## config.mk

```make
export PLATFORM = sky130hd
export DESIGN_NAME = ref_offset_corrector
export DESIGN_NICKNAME = d
export VERILOG_FILES = /design/src/rtl/ofs_pkg.sv /design/src/rtl/ofs_div.sv /design/src/rtl/ofs_calc.sv /design/src/rtl/ofs_apply.sv /design/src/rtl/ref_offset_corrector.sv
export SDC_FILE = /design/constraint.sdc
export NUM_CORES = 2
export LEC_CHECK = 0
export ABC_CLOCK_PERIOD_IN_PS = 4700
export BUFFER_PORTS_ARGS = -buffer_cell sky130_fd_sc_hd__buf_2
export CAP_MARGIN = 20
export CORE_UTILIZATION = 30
export CTS_CLUSTER_SIZE = 20
export DETAILED_ROUTE_END_ITERATION = 7
export PLACE_DENSITY = 0.53
export SYNTH_ARGS = -nofsm -noshare
export SYNTH_HDL_FRONTEND = slang
export SYNTH_SLANG_ARGS = --single-unit
```

## constraint.sdc

```tcl
create_clock -name clk -period 4.7 [get_ports clk]
set_input_delay 0.94 -clock clk [delete_from_list [all_inputs] [get_ports clk]]
set_output_delay 0.94 -clock clk [all_outputs]
set_load 0.01 [all_outputs]
```

## src/rtl/ofs_pkg.sv

```systemverilog
package ofs_pkg;

   typedef enum logic {
      OFS_CONST = 1'b0,
      OFS_TRACK = 1'b1
   } ofs_mode_e;

   localparam int OFS_REF_W_DEF  = 16;
   localparam int OFS_VDC_W_DEF  = 16;
   localparam int OFS_K_W_DEF    = 16;
   localparam int OFS_K_FRAC_DEF = 16;

endpackage

```

## src/rtl/ofs_div.sv

```systemverilog
module ofs_div #(
   parameter int N_W = 48,
   parameter int D_W = 16
) (
   input  logic           clk,
   input  logic           rst_n,
   input  logic           start_i,
   input  logic [N_W-1:0] num_i,
   input  logic [D_W-1:0] den_i,
   output logic           busy_o,
   output logic           done_o,
   output logic [N_W-1:0] quo_o
);

   localparam int CNT_W = $clog2(N_W + 1);

   if (N_W < 2) begin : g_bad_n
      $error("ofs_div: N_W must be at least 2");
   end
   if (D_W < 1) begin : g_bad_d
      $error("ofs_div: D_W must be at least 1");
   end

   logic [CNT_W-1:0] cnt_q;
   logic [N_W-1:0]   quo_q;
   logic [D_W-1:0]   rem_q;
   logic [D_W-1:0]   den_q;
   logic             done_q;

   logic [D_W:0]     rem_sh;
   logic [D_W:0]     trial;
   logic             fits;

   // one restoring step: shift next dividend bit in, subtract if it fits
   always_comb begin
      rem_sh = {rem_q, quo_q[N_W-1]};
      trial  = rem_sh - {1'b0, den_q};
      fits   = !trial[D_W];
   end

   always_ff @(posedge clk or negedge rst_n) begin
      if (!rst_n) begin
         cnt_q  <= '0;
         quo_q  <= '0;
         rem_q  <= '0;
         den_q  <= '0;
         done_q <= 1'b0;
      end else begin
         done_q <= (cnt_q == CNT_W'(1));
         if (start_i && cnt_q == '0) begin
            cnt_q <= CNT_W'(N_W);
            quo_q <= num_i;
            rem_q <= '0;
            den_q <= den_i;
         end else if (cnt_q != '0) begin
            cnt_q <= cnt_q - 1'b1;
            quo_q <= {quo_q[N_W-2:0], fits};
            rem_q <= fits ? trial[D_W-1:0] : rem_sh[D_W-1:0];
         end
      end
   end

   assign busy_o = (cnt_q != '0);
   assign done_o = done_q;
   assign quo_o  = quo_q;

   // a finished division leaves a remainder below the divisor
   p_rem_below_den_r5: assert property (@(posedge clk) disable iff (!rst_n)
      done_o |-> (rem_q < den_q));

   // an accepted start always opens the busy window
   p_busy_after_start_r10: assert property (@(posedge clk) disable iff (!rst_n)
      (start_i && !busy_o) |=> busy_o);

endmodule

```

## src/rtl/ofs_calc.sv

```systemverilog
module ofs_calc
   import ofs_pkg::*;
#(
   parameter int REF_W  = 16,
   parameter int VDC_W  = 16,
   parameter int K_W    = 16,
   parameter int K_FRAC = 16,
   parameter int OFF_W  = 16
) (
   input  logic                    clk,
   input  logic                    rst_n,
   input  logic                    start_i,
   input  logic                    track_i,
   input  logic signed [REF_W-1:0] ref_i,
   input  logic [VDC_W-1:0]        vdc_i,
   input  logic [K_W-1:0]          k_i,
   output logic [OFF_W-1:0]        off_o,
   output logic                    busy_o
);

   localparam int WIDE  = (REF_W > VDC_W) ? REF_W : VDC_W;
   localparam int SQ_W  = 2 * WIDE;
   localparam int NUM_W = SQ_W + K_W;
   localparam int FIX_W = VDC_W + K_W;
   localparam int QI_W  = NUM_W - K_FRAC;

   if (K_FRAC < 1 || K_FRAC >= FIX_W) begin : g_bad_frac
      $error("ofs_calc: K_FRAC out of range");
   end
   if (OFF_W != FIX_W - K_FRAC) begin : g_bad_off
      $error("ofs_calc: OFF_W must equal VDC_W + K_W - K_FRAC");
   end
   if (QI_W <= OFF_W) begin : g_bad_qi
      $error("ofs_calc: quotient too narrow for offset");
   end

   ofs_mode_e           mode;
   logic [REF_W-1:0]    mag;
   logic [SQ_W-1:0]     sq_v;
   logic [SQ_W-1:0]     sq_d;
   logic [SQ_W-1:0]     gap;
   logic [NUM_W-1:0]    num;
   logic [FIX_W-1:0]    fix_full;
   logic [OFF_W-1:0]    fix_off;
   logic [K_FRAC-1:0]   unused_fix_frac;
   logic [NUM_W-1:0]    quo;
   logic [QI_W-1:0]     q_int;
   logic [K_FRAC-1:0]   unused_quo_frac;
   logic [OFF_W-1:0]    q_clip;
   logic                div_busy;
   logic                div_done;
   logic                accept;
   logic                div_go;
   logic [OFF_W-1:0]    off_q;
   logic [OFF_W-1:0]    bound_q;

   assign mode = ofs_mode_e'(track_i);

   always_comb begin
      mag             = ref_i[REF_W-1] ? REF_W'(~ref_i + 1'b1) : REF_W'(ref_i);
      sq_v            = SQ_W'(mag) * SQ_W'(mag);
      sq_d            = SQ_W'(vdc_i) * SQ_W'(vdc_i);
      gap             = (sq_d > sq_v) ? (sq_d - sq_v) : '0;
      num             = NUM_W'(gap) * NUM_W'(k_i);
      fix_full        = FIX_W'(vdc_i) * FIX_W'(k_i);
      fix_off         = fix_full[FIX_W-1:K_FRAC];
      unused_fix_frac = fix_full[K_FRAC-1:0];
      q_int           = quo[NUM_W-1:K_FRAC];
      unused_quo_frac = quo[K_FRAC-1:0];
      q_clip          = (|q_int[QI_W-1:OFF_W]) ? '1 : q_int[OFF_W-1:0];
   end

   assign busy_o = div_busy | div_done;
   assign accept = start_i && !busy_o;
   assign div_go = accept && (mode == OFS_TRACK) && (vdc_i != '0);

   ofs_div #(
      .N_W (NUM_W),
      .D_W (VDC_W)
   ) u_div (
      .clk     (clk),
      .rst_n   (rst_n),
      .start_i (div_go),
      .num_i   (num),
      .den_i   (vdc_i),
      .busy_o  (div_busy),
      .done_o  (div_done),
      .quo_o   (quo)
   );

   always_ff @(posedge clk or negedge rst_n) begin
      if (!rst_n) begin
         off_q   <= '0;
         bound_q <= '0;
      end else if (accept) begin
         bound_q <= fix_off;
         if (!div_go) begin
            off_q <= fix_off;
         end
      end else if (div_done) begin
         off_q <= q_clip;
      end
   end

   assign off_o = off_q;

   // a tracking result never exceeds the constant value of its own inputs
   p_track_bound_r6: assert property (@(posedge clk) disable iff (!rst_n)
      div_done |=> (off_q <= bound_q));

   // an accepted start with zero link voltage yields a zero offset
   p_zero_link_r7: assert property (@(posedge clk) disable iff (!rst_n)
      (accept && vdc_i == '0) |=> (off_q == '0));

endmodule

```

## src/rtl/ofs_apply.sv

```systemverilog
module ofs_apply #(
   parameter int REF_W   = 16,
   parameter int OFF_W   = 16,
   parameter bit OUT_REG = 1'b1
) (
   input  logic                    clk,
   input  logic                    rst_n,
   input  logic signed [REF_W-1:0] ref_i,
   input  logic [OFF_W-1:0]        off_i,
   output logic signed [REF_W-1:0] out_o
);

   localparam int EXT = ((REF_W > OFF_W) ? REF_W : OFF_W) + 2;

   if (REF_W < 2) begin : g_bad_ref
      $error("ofs_apply: REF_W must be at least 2");
   end

   logic [EXT-1:0]          ref_x;
   logic [EXT-1:0]          off_x;
   logic [EXT-1:0]          res;
   logic [EXT-1:0]          top_x;
   logic [EXT-1:0]          bot_x;
   logic signed [REF_W-1:0] sat;

   always_comb begin
      ref_x = {{(EXT-REF_W){ref_i[REF_W-1]}}, ref_i};
      off_x = {{(EXT-OFF_W){1'b0}}, off_i};
      top_x = {{(EXT-REF_W+1){1'b0}}, {(REF_W-1){1'b1}}};
      bot_x = {{(EXT-REF_W+1){1'b1}}, {(REF_W-1){1'b0}}};
      res   = ref_i[REF_W-1] ? (ref_x + off_x) : (ref_x - off_x);
      if ($signed(res) > $signed(top_x)) begin
         sat = top_x[REF_W-1:0];
      end else if ($signed(res) < $signed(bot_x)) begin
         sat = bot_x[REF_W-1:0];
      end else begin
         sat = res[REF_W-1:0];
      end
   end

   if (OUT_REG) begin : g_reg
      always_ff @(posedge clk or negedge rst_n) begin
         if (!rst_n) begin
            out_o <= '0;
         end else begin
            out_o <= sat;
         end
      end

      // a non-negative sample is never pushed upward
      p_pos_half_r2: assert property (@(posedge clk) disable iff (!rst_n)
         !ref_i[REF_W-1] |=> (out_o <= $past(ref_i)));

      // a negative sample is never pushed downward
      p_neg_half_r2: assert property (@(posedge clk) disable iff (!rst_n)
         ref_i[REF_W-1] |=> (out_o >= $past(ref_i)));
   end else begin : g_comb
      assign out_o = sat;
   end

endmodule

```

## src/rtl/ref_offset_corrector.sv

```systemverilog
module ref_offset_corrector
   import ofs_pkg::*;
#(
   parameter int REF_W   = OFS_REF_W_DEF,
   parameter int VDC_W   = OFS_VDC_W_DEF,
   parameter int K_W     = OFS_K_W_DEF,
   parameter int K_FRAC  = OFS_K_FRAC_DEF,
   parameter bit OUT_REG = 1'b1
) (
   input  logic                    clk,
   input  logic                    rst_n,
   input  logic signed [REF_W-1:0] ref_i,
   input  logic [VDC_W-1:0]        vdc_i,
   input  logic [K_W-1:0]          k_i,
   input  logic                    track_i,
   input  logic                    upd_i,
   output logic signed [REF_W-1:0] mod_ref_o
);

   localparam int OFF_W = VDC_W + K_W - K_FRAC;

   if (OFF_W < 1) begin : g_bad_off
      $error("ref_offset_corrector: offset width must be positive");
   end

   logic [OFF_W-1:0] off_next;
   logic [OFF_W-1:0] off_app;
   logic             calc_busy;

   ofs_calc #(
      .REF_W  (REF_W),
      .VDC_W  (VDC_W),
      .K_W    (K_W),
      .K_FRAC (K_FRAC),
      .OFF_W  (OFF_W)
   ) u_calc (
      .clk     (clk),
      .rst_n   (rst_n),
      .start_i (upd_i),
      .track_i (track_i),
      .ref_i   (ref_i),
      .vdc_i   (vdc_i),
      .k_i     (k_i),
      .off_o   (off_next),
      .busy_o  (calc_busy)
   );

   // applied offset: swapped in only on the strobe
   always_ff @(posedge clk or negedge rst_n) begin
      if (!rst_n) begin
         off_app <= '0;
      end else if (upd_i) begin
         off_app <= off_next;
      end
   end

   ofs_apply #(
      .REF_W   (REF_W),
      .OFF_W   (OFF_W),
      .OUT_REG (OUT_REG)
   ) u_apply (
      .clk   (clk),
      .rst_n (rst_n),
      .ref_i (ref_i),
      .off_i (off_app),
      .out_o (mod_ref_o)
   );

   // without a strobe the applied offset holds
   p_hold_offset_r8: assert property (@(posedge clk) disable iff (!rst_n)
      !upd_i |=> $stable(off_app));

   // while busy the value handed over cannot change
   p_busy_hold_r10: assert property (@(posedge clk) disable iff (!rst_n)
      (calc_busy && !$past(calc_busy) && !upd_i) |=> $stable(off_next));

endmodule

```

* Yosys cells after proc, flatten, opt, wreduce, memory -nomap -nowiden
Index checks and enable logic that the tools add are counted.
** Operators by class
- $add $sub $neg :: 6
- $mul :: 4
- Div/mod/pow operators :: 0
- $lt $le $gt $ge :: 3
- Equality and inequality tests :: 2
- Shifts and indexed selects :: 0
- Mux-type cells :: 16
- Bitwise gates (word level) :: 2
- Reductions and logical operators :: 13
** Operators with widths (count)
- 16-bit two-way mux :: 10
- 16-bit by 16-bit multiplier with 32-bit output :: 3
- 48-bit two-way mux :: 2
- 32-bit by 16-bit multiplier with 48-bit output :: 1
- 32-bit > comparator :: 1
- 32-bit two-way mux :: 1
- 32-bit subtractor :: 1
- 16-bit by 17-bit adder with 18-bit output :: 1
- 18-bit by 16-bit > comparator with 1-bit output, second input constant :: 1
- 18-bit by 16-bit < comparator with 1-bit output, second input constant :: 1
- 18-bit two-way mux :: 1
- 16-bit by 17-bit subtractor with 18-bit output :: 1
- 17-bit by 16-bit subtractor with 17-bit output :: 1
- 16-bit by 1-bit adder with 16-bit output, second input constant :: 1
- 16-bit NOT :: 1
- 16-bit nonzero test :: 1
- 16-bit OR reduction :: 1
- 6-bit two-way mux :: 2
- 6-bit by 1-bit equality test with 1-bit output, second input constant :: 1
- 6-bit zero test :: 1
- 6-bit nonzero test :: 1
- 6-bit by 1-bit subtractor with 6-bit output, second input constant :: 1
- 1-bit logical AND :: 4
- 2-bit nonzero test :: 2
- 4 further kinds :: 5
** Storage, ports and cells
- Flip-flop bits (word level) :: 135
- Bits in latches :: 0
- RAM bits :: 0
- Memory bits (read-only) :: 0
- Input port bits :: 52
- Output and inout bits :: 16
- Logic and storage cells :: 54
- Memories kept :: 0

* Depth between registers and ports, before layout
- Word-level depth :: 8
- Gate-level depth with buffers :: 65
- Mapped depth without buffers :: 60

* Cells and area by module
A second synthesis with hierarchy kept.
** Unflattened totals
- Cells, all modules :: 5558
- Area, all modules :: 48501.5 um^2
** By module, submodules not included
- ofs_calc :: times used 1, cells each 4842, area each 41334.6 um^2, sequential area each 400.4 um^2
- ofs_div :: times used 1, cells each 484, area each 4829.6 um^2, sequential area each 2177.1 um^2
- ofs_apply :: times used 1, cells each 198, area each 1687.9 um^2, sequential area each 400.4 um^2
- ref_offset_corrector :: times used 1, cells each 34, area each 649.4 um^2, sequential area each 400.4 um^2

* Worst setup path after synthesis
Ideal clock, no wire load.
- Path type :: input -> register
- Start point :: input port ref_i[2]
- End point :: register u_calc.u_div.quo_q[46], in the netlist u_calc.u_div.quo_o[46]
- Setup time :: 0.124 ns
- Arrival :: 15.223 ns
- Data required time :: 4.576 ns
- Slack :: -10.647 ns
- Stages on the path :: 59
- Path buffers :: 5
- Cells stage by stage :: nor4_4 -> nand3_1 -> or3_1 -> o31ai_1 -> xor2_1 -> inv_1 -> clkbuf_1 -> nand2_1 -> fa_1 -> fa_1 -> inv_1 -> fa_1 -> fa_1 -> fa_1 -> inv_1 -> fa_1 -> inv_1 -> ha_1 -> [... 23 more ...] -> fa_1 -> inv_1 -> fa_1 -> fa_1 -> inv_1 -> fa_1 -> inv_1 -> ha_1 -> buf_2 -> nand3_1 -> or4_1 -> o211ai_1 -> or4_1 -> o21ai_1 -> o311ai_1 -> o21ai_0 -> and3_1 -> o31a_1
** Between the ends
- Cells in the longest elaborated chain, start to end :: 8
- Elaborated cells between the ends (all ways) :: 9
- Classes of those cells :: add/sub (2); mul (2); order compare (1); mux (3); bitwise (1)
** Ends and longest elaborated chain
- start: declaration :: RTL line ref_offset_corrector.sv:12 : input logic signed [REF_W-1:0] ref_i,
- 16-bit NOT :: RTL line ofs_calc.sv:60 : mag = ref_i[REF_W-1] ? REF_W'(~ref_i + 1'b1) : REF_W'(ref_i);
- 16-bit by 1-bit adder with 16-bit output :: RTL line ofs_calc.sv:60
- 16-bit two-way mux (*) :: RTL line ofs_calc.sv:60
- 16-bit by 16-bit multiplier with 32-bit output (*) :: RTL line ofs_calc.sv:61 : sq_v = SQ_W'(mag) * SQ_W'(mag);
- 32-bit subtractor or 32-bit > comparator (tied branches) :: RTL line ofs_calc.sv:63 : gap = (sq_d > sq_v) ? (sq_d - sq_v) : '0;
- 32-bit two-way mux (*) :: RTL line ofs_calc.sv:63
- 32-bit by 16-bit multiplier with 48-bit output (*) :: RTL line ofs_calc.sv:64 : num = NUM_W'(gap) * NUM_W'(k_i);
- 48-bit two-way mux (*) :: RTL line ofs_div.sv:50 : if (start_i && cnt_q == '0) begin
- end signal: assignment :: RTL line ofs_div.sv:52 : quo_q <= num_i;
- end signal: assignment :: RTL line ofs_div.sv:57 : quo_q <= {quo_q[N_W-2:0], fits};
- end: declaration :: RTL line ofs_div.sv:25 : logic [N_W-1:0] quo_q;
Every way passes the cells marked *; elsewhere a longest branch is shown, timed or not.
A chain may end at the register's enable or synchronous reset.

* Final worst setup path
Ends and elaborated chain as after synthesis.

==> summary.md <==
| Metric | Value |
|---|---|
| Worst setup EP type | `flop` |
| CP Data Required Time | `roughly 5 ns` |
| Initial Util | `0.303` |
| Largest net degree at the start of global routing | `just over 90` |
| Die area | `between 150000 and 200000 um^2` |
| RSZ-0062 raised after global routing | `yes` |
| Ys flop type | `dfrtp_1` |
| Final setup margin | `-9.70 ns` |
| Largest family of logic cells by synthesized area | `adder cells` |
| Critical Path Slowest Stage Cell | `fa_2` |
| Worst-Margin Slew | `roughly 0.96 ns` |
| Die Wd | `around 400 um` |
| TritonCTS buffer count | `17` |
| Mux cell area share after synthesis | `0.00836` |
| Clock tree sinks | `135` |
| Worst-case reg-to-reg path depth | `17` |
| Initial DRC Count | `roughly 2200` |
| CP Launch Type | `primary input` |
| IO buf count | `67` |
| Row cnt | `between 100 and 150` |
| WHS Path Cells | `2` |
| Drt pass-1 iters | `6` |
| WL final | `between 150000 and 200000 um` |
| Max FO, Critical Path | `5` |
| Via Count | `40747` |
| Mapped Area | `about 48000 um^2` |
| WL/cell | `17.6 um` |
| GR Overflow Total | `0` |
| Max-Cap Viols | `0` |
| Max incr delay on CP | `approximately 0.54 ns` |
| Via-per-instance ratio | `4.78` |
| Type of the worst setup path | `in2reg` |
| Final Hold Viols | `0` |
| Failing checks | `negative setup slack` |
| Fraction of layout cells with a size suffix above 1 | `0.245` |
| Period minus WS final | `14.40 ns` |
| Routed Antenna Nets | `0` |
| Core area | `roughly 160000 um^2` |
| Clk slew on worst S/H paths | `around 0.070 ns` |
| Post-synthesis compound-gate area fraction | `0.0907` |
| Clock latency on the worst-skew pair | `roughly 0.45 ns` |
| Nets | `~8000` |
| WP data arrival | `around 15 ns` |
| Synth Area in Adders | `0.515` |
| Gp weighted congestion | `0.878` |
| Worst slack, placed | `-10.67 ns` |
| Ranking of synthesized cells by area | `fa_1 39%, ha_1 13%, inv_1 9.2%` |
| Hold crit path type | `reg2reg` |
| Seq cells post-synth | `between 100 and 150` |
| First-pass GRT wire length | `241000 um` |
| Sequential area share after synthesis | `0.0701` |
| CTS tree | `built` |
| Remaining DRCs | `0` |
| Synth area leader | `fa_1` |
| I/O Pins | `~70` |
| Commonest non-fill, non-tap cell in the layout | `inv_1` |
| Setup violations, final | `64` |
| FF+latch area | `3380 um^2` |
| Mapped Avg Cell Area | `8.64 um^2` |
| Max Slew Vio Count | `0` |
| CTS Hold Bufs | `0` |
| Post-DP HPWL | `about 130000 um` |
| Status | `finished, violations left` |
| Slew HR | `0.358` |
| Area growth syn-to-layout | `28.7%` |
| Initial antenna violation count | `8` |
| Most frequent cells in the layout | `1139 x inv_1, 902 x fa_1, 900 x buf_4` |
| CP dominant cell by count | `fa_1` |
| Clock Path Buffers | `2` |
| Root buffer cell | `clkbuf_16` |
| Vert. Die Dim | `roughly 400 um` |
| Vias in the first global route | `43727` |
| EDFF count, synth | `0` |
| Synth cell types | `between 80 and 90` |
| Fill count | `approximately 16000` |
| Setup TNS Final | `-451.15 ns` |
| Crit share post-route | `3.06` |
| Syn. warnings | `0` |
| Async set or reset register ratio after synthesis | `1.00` |
| Htree depth | `4` |
| Total GRT Usage | `0.188` |
| Post-synthesis cell count | `around 5600` |
| Worst Skew | `approximately 0.014 ns` |
| Top cell type's share of synthesized area | `0.389` |
| Multi-input gate area | `41700 um^2` |
| Max Clk Rate | `69.4 MHz` |
| Post-Synth Simple-Gate Area | `0.163` |
| XOR/XNOR Fraction of Synth Area | `0.0366` |
==> routing by layer <==
| metal | track usage | vias to the layer above | share of wire | wire length (um) |
|---|---|---|---|---|
| li1 | - | 19069 | - | - |
| met1 | 0.250 | 20735 | 0.44 | 66300 |
| met2 | 0.332 | 789 | 0.50 | 75600 |
| met3 | 0.0163 | 154 | 0.035 | 5300 |
| met4 | 0.0388 | 0 | 0.020 | 3010 |
| met5 | 0 | - | 0 | 0 |
==> what timing repair did <==
action	4_1_cts	5_1_grt
cloned	6	2
pin swaps	254	138
setup endpoints to repair	64	79
resized for setup	363	164
buffers inserted	70	32
==> per-stage QoR <==
step / cells / area (um^2) / util / hold slack, ns
after global routing: 8516 / 62000 / 0.390 / 0.515
after CTS: 8481 / 61000 / 0.384 / 0.481
after detailed placement: 8382 / 58200 / 0.366 / 0.467
after global placement: 8382 / 58200 / 0.366 / 0.459
after floorplan: 5590 / 49400 / - / 0.446
final: 8519 / 62000 / 0.390 / 0.485
==> flip-flops by register name, summed over array words and instances, names as in the netlist <==
signal,flops
u_apply.out_o,16
u_calc.u_div.den_q,16
u_calc.u_div.done_o,1
u_calc.u_div.cnt_q,6
u_calc.u_div.rem_q,16
u_calc.u_div.quo_o,48
off_app,16
u_calc.off_o,16
==> cell usage after synthesis (7+ instances only) <==
library cell  instances
o31a_1                9
nor3_1               51
and2_1              183
nor3b_1               8
or4_1                10
a211oi_1             19
nor2b_1              23
a22oi_1              11
dfrtp_1             135
o211ai_1             24
fa_1                938
and3_1              213
nand2b_1             27
ha_1                484
inv_1              1179
xnor2_1             113
o22ai_1              19
mux2i_1              20
xor2_1               83
o21bai_1             20
nor2_1              196
or2_2                12
a21oi_1             210
or3_1                 9
buf_2                60
buf_1                 9
a31oi_1              26
clkbuf_1            208
nand2_1             689
o31ai_1              11
nand4_1              37
nor4_1               19
nand3_1             136
o21ai_0             143
mux2_2               18
a211o_1               7
o21a_1               29
a21o_1               96
==> final timing paths <==
check                                          to  slack (ns)                   from
max                        u_calc.u_div.quo_o[46]       -9.70               ref_i[2]
max in group asynchronous  u_calc.u_div.den_q[12]        3.16                  rst_n
max reg2reg                      u_apply.out_o[6]        0.50             off_app[2]
min reg2reg                 u_calc.u_div.quo_o[4]        0.48  u_calc.u_div.quo_o[4]
min                         u_calc.u_div.quo_o[4]        0.48  u_calc.u_div.quo_o[4]
min in group asynchronous  u_calc.u_div.quo_o[34]        0.58                  rst_n
==> kinds of logic after synthesis <==
| logic type | count (synthesis) |
|---|---|
| mux | 38 |
| fa+ha+maj | 1423 |
| buf+inv | 1462 |
| xor+xnor | 199 |
| compound gates | 688 |
| other cells | 2 |
| simple gates | 1634 |
| flops | 135 |
==> area by class of cell <==
class / instances / area share
Antenna cell: 7 / 0.000282
Clock inverter: 13 / 0.00236
Multi-Input combinational cell: 3993 / 0.672
Tap cell: 2072 / 0.0418
Clock buffer: 19 / 0.00730
Sequential cell: 135 / 0.0545
Timing Repair Buffer: 1097 / 0.150
Inverter: 1183 / 0.0717
==> critical path: cells and delay by family <==
| kind | cells | cell delay, ns |
|---|---|---|
| AND/OR/NAND/NOR | 12 | 2.65 |
| buffers and inverters | 13 | 1.18 |
| AO/OA/AOI/OAI | 18 | 3.07 |
| XOR/XNOR | 1 | 0.17 |
| adder cells (fa/ha/maj) | 15 | 6.67 |
Power is left out: the tool's default activity adds up to more than one toggle a clock period on the data nets, which glitch-free logic cannot reach.
